--- src/rtl/bwd_pkg.sv ---
package bwd_pkg;
  localparam int ADDR_W    = 16;
  localparam int OFFS_W    = 5;
  localparam int BANK_W    = 6;
  localparam int LANES     = 4;
  localparam int DATA_W    = 8 * LANES;
  localparam int LO_W      = 8 - OFFS_W;
  localparam int HI_W      = ADDR_W - 8;
  localparam int BASE_W    = HI_W + LO_W;
  localparam int DW_W      = OFFS_W - 2;
  localparam int BSR_LANE  = 2;
  localparam logic [DW_W-1:0] SHARED_DW = DW_W'(3);
  localparam logic [HI_W-1:0] RST_HI    = HI_W'(8'h03);
  localparam logic [LO_W-1:0] RST_LO    = '0;

  typedef enum logic [1:0] {
    SZ_BYTE  = 2'd0,
    SZ_WORD  = 2'd1,
    SZ_DWORD = 2'd2,
    SZ_BAD   = 2'd3
  } size_e;
endpackage

--- src/rtl/bwd_addr_match.sv ---
module bwd_addr_match
  import bwd_pkg::*;
(
  input  logic [ADDR_W-1:0] addr,
  input  logic [1:0]        size,
  input  logic [HI_W-1:0]   base_hi,
  input  logic [LO_W-1:0]   base_lo,
  output logic              hit,
  output logic              legal,
  output logic [LANES-1:0]  lanes,
  output logic [DW_W-1:0]   dw
);
  // window compare is split: high byte and the bits just above the offset
  always_comb begin
    hit = (addr[ADDR_W-1:8] == base_hi) && (addr[7:OFFS_W] == base_lo);
    dw  = addr[OFFS_W-1:2];
    case (size_e'(size))
      SZ_BYTE: begin
        legal = 1'b1;
        lanes = LANES'(1) << addr[1:0];
      end
      SZ_WORD: begin
        legal = !addr[0];
        lanes = LANES'(3) << {addr[1], 1'b0};
      end
      SZ_DWORD: begin
        legal = (addr[1:0] == 2'b00);
        lanes = '1;
      end
      default: begin
        legal = 1'b0;
        lanes = '0;
      end
    endcase
  end
endmodule

--- src/rtl/bwd_lane_route.sv ---
module bwd_lane_route
  import bwd_pkg::*;
(
  input  logic [DW_W-1:0]   dw,
  input  logic [BANK_W-1:0] bank,
  input  logic [HI_W-1:0]   base_hi,
  input  logic [LO_W-1:0]   base_lo,
  input  logic [LANES-1:0]  lanes,
  output logic              is_shared,
  output logic              is_bar,
  output logic [LANES-1:0]  own,
  output logic [LANES-1:0]  fwd,
  output logic [DATA_W-1:0] loc_rdata
);
  // lanes kept locally never reach the register file
  always_comb begin
    is_shared = (dw == SHARED_DW);
    is_bar    = (dw == '0) && (bank == '0);
    if (is_shared)   own = '1;
    else if (is_bar) own = LANES'(3);
    else             own = '0;
    fwd = lanes & ~own;

    loc_rdata = '0;
    if (is_shared)
      loc_rdata[8*BSR_LANE +: 8] = {{(8 - BANK_W){1'b0}}, bank};
    else if (is_bar)
      loc_rdata[15:0] = {base_hi, base_lo, {OFFS_W{1'b0}}};
  end
endmodule

--- src/rtl/bwd_local_regs.sv ---
module bwd_local_regs
  import bwd_pkg::*;
(
  input  logic              clk,
  input  logic              rst,
  input  logic              strap_load,
  input  logic              ld_valid,
  input  logic [BASE_W-1:0] ld_base,
  input  logic              wr_lo,
  input  logic              wr_hi,
  input  logic              wr_bank,
  input  logic [LO_W-1:0]   wd_lo,
  input  logic [HI_W-1:0]   wd_hi,
  input  logic [BANK_W-1:0] wd_bank,
  output logic [HI_W-1:0]   base_hi,
  output logic [LO_W-1:0]   base_lo,
  output logic [BANK_W-1:0] bank
);
  always_ff @(posedge clk) begin
    if (rst) begin
      base_hi <= RST_HI;
      base_lo <= RST_LO;
      bank    <= '0;
    end else begin
      // the loader outranks a host write landing in the same cycle
      if (strap_load && ld_valid) begin
        {base_hi, base_lo} <= ld_base;
      end else begin
        if (wr_lo) base_lo <= wd_lo;
        if (wr_hi) base_hi <= wd_hi;
      end
      if (wr_bank) bank <= wd_bank;
    end
  end

  p_loader_wins_r3: assert property (@(posedge clk) disable iff (rst)
    (strap_load && ld_valid) |=> ({base_hi, base_lo} == $past(ld_base)));

  p_strap_low_ignores_r3: assert property (@(posedge clk) disable iff (rst)
    (!strap_load && !wr_lo && !wr_hi) |=> ($stable(base_hi) && $stable(base_lo)));
endmodule

--- src/rtl/bank_window_dec.sv ---
module bank_window_dec
  import bwd_pkg::*;
(
  input  logic              clk,
  input  logic              rst,
  input  logic              strap_load,
  input  logic              ld_valid,
  input  logic [BASE_W-1:0] ld_base,
  input  logic              req_valid,
  output logic              req_ready,
  input  logic              req_write,
  input  logic [1:0]        req_size,
  input  logic [ADDR_W-1:0] req_addr,
  input  logic [DATA_W-1:0] req_wdata,
  output logic              rsp_valid,
  input  logic              rsp_ready,
  output logic [DATA_W-1:0] rsp_data,
  output logic              rf_wr,
  output logic              rf_rd,
  output logic [BANK_W-1:0] rf_bank,
  output logic [OFFS_W-1:0] rf_offs,
  output logic [LANES-1:0]  rf_be,
  output logic [DATA_W-1:0] rf_wdata,
  input  logic [DATA_W-1:0] rf_rdata
);
  logic              hit, legal;
  logic [LANES-1:0]  lanes, own, fwd;
  logic [DW_W-1:0]   dw;
  logic              is_shared, is_bar;
  logic [DATA_W-1:0] loc_rdata, rd_merge;
  logic [HI_W-1:0]   base_hi;
  logic [LO_W-1:0]   base_lo;
  logic [BANK_W-1:0] bank;
  logic              take, claim, fwd_any, wr_local;

  bwd_addr_match u_match (
    .addr(req_addr), .size(req_size), .base_hi(base_hi), .base_lo(base_lo),
    .hit(hit), .legal(legal), .lanes(lanes), .dw(dw)
  );

  bwd_lane_route u_route (
    .dw(dw), .bank(bank), .base_hi(base_hi), .base_lo(base_lo), .lanes(lanes),
    .is_shared(is_shared), .is_bar(is_bar), .own(own), .fwd(fwd),
    .loc_rdata(loc_rdata)
  );

  assign req_ready = !rsp_valid || rsp_ready;
  assign take      = req_valid && req_ready;
  assign claim     = take && hit && legal;
  assign fwd_any   = |fwd;
  assign wr_local  = claim && req_write;

  bwd_local_regs u_regs (
    .clk(clk), .rst(rst), .strap_load(strap_load), .ld_valid(ld_valid),
    .ld_base(ld_base),
    .wr_lo(wr_local && is_bar && lanes[0]),
    .wr_hi(wr_local && is_bar && lanes[1]),
    .wr_bank(wr_local && is_shared && lanes[BSR_LANE]),
    .wd_lo(req_wdata[7:OFFS_W]),
    .wd_hi(req_wdata[15:8]),
    .wd_bank(req_wdata[8*BSR_LANE +: BANK_W]),
    .base_hi(base_hi), .base_lo(base_lo), .bank(bank)
  );

  assign rf_wr    = claim && req_write && fwd_any;
  assign rf_rd    = claim && !req_write && fwd_any;
  assign rf_be    = (rf_wr || rf_rd) ? fwd : '0;
  assign rf_bank  = bank;
  assign rf_offs  = {dw, 2'b00};
  assign rf_wdata = req_wdata;

  // per lane: unrequested lanes zero, owned lanes local, the rest from the file
  for (genvar l = 0; l < LANES; l++) begin : g_lane
    assign rd_merge[8*l +: 8] = !lanes[l] ? 8'h00 :
                                own[l]    ? loc_rdata[8*l +: 8] :
                                            rf_rdata[8*l +: 8];
  end

  always_ff @(posedge clk) begin
    if (rst) begin
      rsp_valid <= 1'b0;
      rsp_data  <= '0;
    end else if (claim) begin
      rsp_valid <= 1'b1;
      rsp_data  <= req_write ? '0 : rd_merge;
    end else if (rsp_ready) begin
      rsp_valid <= 1'b0;
    end
  end

  p_rsp_hold_r10: assert property (@(posedge clk) disable iff (rst)
    (rsp_valid && !rsp_ready) |=> (rsp_valid && $stable(rsp_data)));

  p_stall_quiet_r10: assert property (@(posedge clk) disable iff (rst)
    (rsp_valid && !rsp_ready) |-> (!rf_wr && !rf_rd));

  p_strobe_answered_r9: assert property (@(posedge clk) disable iff (rst)
    (rf_wr || rf_rd) |=> rsp_valid);

  p_one_strobe_r9: assert property (@(posedge clk) disable iff (rst)
    !(rf_wr && rf_rd));

  p_shared_kept_r6: assert property (@(posedge clk) disable iff (rst)
    (rf_wr || rf_rd) |-> (rf_offs[OFFS_W-1:2] != SHARED_DW));

  p_bank_hold_r5: assert property (@(posedge clk) disable iff (rst)
    !(req_valid && req_ready && req_write) |=> $stable(bank));

  p_lanes_nonzero_r7: assert property (@(posedge clk) disable iff (rst)
    (rf_wr || rf_rd) |-> (rf_be != '0));
endmodule

--- config.mk ---
export PLATFORM = sky130hd
export DESIGN_NAME = bank_window_dec
export DESIGN_NICKNAME = d
export VERILOG_FILES = /design/src/rtl/bwd_pkg.sv /design/src/rtl/bwd_addr_match.sv /design/src/rtl/bwd_lane_route.sv /design/src/rtl/bwd_local_regs.sv /design/src/rtl/bank_window_dec.sv
export SDC_FILE = /design/constraint.sdc
export NUM_CORES = 1
export LEC_CHECK = 0
export CORE_MARGIN = 2
export CORE_UTILIZATION = 60
export DETAILED_ROUTE_END_ITERATION = 16
export DONT_BUFFER_PORTS = 1
export PLACE_DENSITY = 0.81
export SLEW_MARGIN = 40
export SYNTH_ARGS = -nofsm -noshare
export SYNTH_HDL_FRONTEND = slang
export SYNTH_SLANG_ARGS = --single-unit
export TNS_END_PERCENT = 20
--- constraint.sdc ---
create_clock -name clk -period 5.7 [get_ports clk]
set_clock_uncertainty 0.2 [all_clocks]
set_input_delay 0.285 -clock clk [delete_from_list [all_inputs] [get_ports clk]]
set_output_delay 0.285 -clock clk [all_outputs]
set_load 0.005 [all_outputs]
==> run_results.csv <==
group,metric,value,unit
status,status,"complete, no violations",
yosys,synth.most_common_cell,"dfxtp_1",
global_route,grt_max_degree,25,
drt,route.detailed.drc,0,
drt,finalWirelength,7.84,mm
yosys,synth_top_area_share,35.9,%
yosys,yosysTopAreaCell,"dfxtp_1",
timing,grt_setup_unrepaired,"no",
clock_network,cts.sinks,50,
timing,setup_viol,0,
yosys,yosysUniqueCellTypes,44,
worst_setup_path,reg2reg_depth,6,
drt,drt_iter0_markers,143,
yosys,muxShareOfSynthArea,3.59,%
timing,fin_crit_sh,54.2,%
clock_network,cts_buffer_depth,2,
worst_setup_path,critical-path-max-stage-delay,0.57,ns
clock_network,cts_tree,"done",
clock_network,htreeDepth,2,
placed_design,hpwl,5.26,mm
worst_setup_path,crit_family,"simple AND/OR/NAND/NOR gates",
pwr,power_density,220,nW/um2
placed_design,io_buffer_count,0,
placed_design,place_congestion,0.825,
cells_and_area,area_growth,10.9,%
clock_network,path_clk_slew,0.10,ns
yosys,synth_simple_gate_area_share,19.7,%
worst_setup_path,reg2reg_setup_slack,2.61,ns
yosys,synth_compound_area_share,23.4,%
worst_setup_path,slowest_stage,"nor4_1",
timing,fmax,324,MHz
floorplanning,start_util,63.1,%
floorplanning,core_area,4410,um2
clock_network,post_cts_resized,0,
drt,via_count,2436,
yosys,syn_avg_cell_area,9.10,um2
yosys,netlist_area,2790,um2
yosys,async_reset_ff_share,0,%
global_route,grt_pass1_wl,12.1,mm
timing,slew_headroom,53.0,%
global_route,grt_pass1_vias,2400,
clock_network,root_buffer,"clkbuf_8",
worst_setup_path,r2r-end,"u_regs.base_hi[2]",
yosys,synth-xor-area-share,3.46,%
run,max_cap_viol_count,0,
pwr,clkPwrFrac,35.5,%
worst_setup_path,reg2reg_from,"u_regs.bank[3]",
floorplanning,rows,24,
pwr,p_leak,0.00114,uW
yosys,synth_top_family_by_area,"compound AO/OA/AOI/OAI gates",
worst_setup_path,start_kind,"flop",
pwr,p_sw_share,23.2,%
yosys,synth.ff_latch_count,50,
worst_setup_path,endpoint,"rf_be[1]",
drt,avgViaCountPerCell,6.80,
worst_setup_path,crit_type,"reg2out",
worst_setup_path,crit_path_end_kind,"primary output",
yosys,yosys_warnings,0,
timing,slew_violations,0,
clock_network,cts_inserted_buffers,5,
worst_setup_path,crit_buf_inv,0,
cells_and_area,antenna_cells,0,
drt,firstDrtPassIters,4,
pwr,p_seq_share,52.3,%
cells_and_area,drive_gt1_share,8.82,%
floorplanning,dieHeight,72.1,um
timing,hold_viol,0,
yosys,synth_edf_count,0,
worst_setup_path,critPathMaxFanout,24,
drt,wire_per_inst,21.9,um
yosys,netlist_top_cells_count,"50 x dfxtp_1, 38 x buf_4, 31 x a21oi_1, 20 x o21ai_0, 17 x nand4_1",
pwr,p_comb_share,12.1,%
cells_and_area,final_area,3090,um2
floorplanning,fp.dieW,72.1,um
worst_setup_path,crit_start,"u_regs.base_hi[7]",
yosys,seq_area_frac_synth,35.9,%
pwr,internal_power,523,uW
yosys,ys.flop_type,"dfxtp_1",
yosys,synthAdderAreaFrac,0,%
hold_path,hold_class,"in2reg",
floorplanning,ios,183,
cells_and_area,nNetsFinal,406,
cells_and_area,fillerInstances,350,
yosys,syn_inst,306,
global_route,grt-ovfl-total,0,
global_route,antenna_found_initial,0,
yosys,yosys-top-cells-area,"dfxtp_1 36%, buf_4 10%, a21oi_1 5.6%",
global_route,grtUsageTotal,29.8,%
worst_setup_path,path_depth,5,
worst_setup_path,crit_arrival,2.61,ns
clock_network,clk_latency,0.30,ns
worst_setup_path,worstPathRequired,5.22,ns
drt,ant_nets,0,
timing,fin_tns_setup,0,ns
placed_design,dpl-instance-area,2500,um2
timing,worstMarginPinSlew,0.699,ns
timing,period_needed,3.09,ns
hold_path,min_from,"rst",
pwr,peakVddDrop,0.173,mV
floorplanning,dieArea,5200,um2
worst_setup_path,path_cells,"xor2_1, nor4_4, and3_2, nand2_1, nor4_1",
pwr,p_sw,158,uW
==> how the worst min path moves through the flow <==
| stage | to | slack, ns | cells past startpoint |
|---|---|---|---|
| 2_1_floorplan | u_regs.base_hi[2] | 0.22 | 1 |
| 3_3_place_gp | rsp_data[24] | 0.16 | 1 |
| 3_5_place_dp | rsp_data[31] | 0.16 | 1 |
| 4_1_cts | rsp_data[21] | 0.0009 | 3 |
| 5_1_grt | u_regs.base_lo[2] | 0.01 | 2 |
| 6_report | rsp_data[21] | 0.002 | 3 |
==> state kept, by name (all words and copies together), names as in the netlist <==
register and count:
rsp_data 32, u_regs.bank 6, rsp_valid 1, u_regs.base_lo 3, u_regs.base_hi 8
==> routing by layer <==
| metal | track usage, % | up-vias | part of all wire (%) |
|---|---|---|---|
| met2 | 50.5 | 160 | 50 |
| li1 | - | 1101 | - |
| met1 | 35.9 | 1149 | 38 |
| met5 | 0 | - | 0 |
| met4 | 11.7 | 0 | 2.9 |
| met3 | 7.92 | 26 | 9.0 |
==> kinds of logic (layout without fill, tap and decap cells) <==
logic type | after synthesis | in the layout
AOI/OAI and AO/OA | 90 | 90
xor gates and xnor gates | 11 | 11
buffers and inverters | 60 | 59
DFF | 50 | 50
muxes | 10 | 10
other | 1 | 2
and+or+nand+nor | 84 | 84
==> stage by stage <==
stage | std cells | util, % | total power (uW) | hold WS (ns) | setup slack (ns)
floorplan | 307 | - | 432 | 0.224 | 3.56
global placement | 305 | 56.6 | 416 | 0.161 | 2.76
detailed placement | 305 | 56.7 | 418 | 0.161 | 2.64
CTS | 358 | 69.6 | 685 | 0.000889 | 2.32
global route | 358 | 70.0 | 707 | 0.0113 | 2.44
finish | 358 | 70.0 | 681 | 0.00200 | 2.61
==> placed cells by master, fill, tap and decap left out, drive strengths merged, types with 2 or more instances in the layout <==
master       count
a22oi            5
nor3             7
o21a             2
a21oi           31
inv              6
or4              2
o21ai           20
nand2b           4
nor4b            2
o2bb2ai         11
o31a             2
a221o            9
dfxtp           50
or3              2
mux2i           10
nand3            5
nand4           17
nor2b            5
nor4             8
dlygate4sd3     46
xor2            10
conb             2
and2            11
clkbuf           5
nor2            11
and3             3
a32o             5
nand2            4
==> power groups by stage <==
stage	registers [uW]	clock network (uW)	logic (uW)
2_1_floorplan	364	0	68.4
3_3_place_gp	364	0	52.2
3_5_place_dp	364	0	53.4
4_1_cts	356	248	80.6
5_1_grt	357	260	89.8
6_report	356	242	82.6
==> layout make-up <==
type	instances	area, um2	area share (%)
multi-input combinational	197	1430	46.4
tap	52	65.1	2.11
timing repair buffer	46	460	14.9
inverter	6	22.5	0.729
clock buffer	5	68.8	2.23
clock inverter	2	38.8	1.26
sequential	50	1000	32.4
==> worst reg2reg max path, cell delays in order, from the launching register on <==
cell           delay [ns]
dfxtp_1              0.35
nor4_1               0.51
and3_1               0.33
nand3_1              0.22
o31a_1               0.47
a221o_1              0.33
dlygate4sd3_1        0.55
==> timing repair <==
action / 4_1_cts / 5_1_grt
hold buffers: 46 / 0
hold endpoints to repair: 44 / 0
buffers inserted: 0 / 0
endpoints found under the setup margin: 0 / 0
Note: power is estimated with default switching activity, not from simulation.
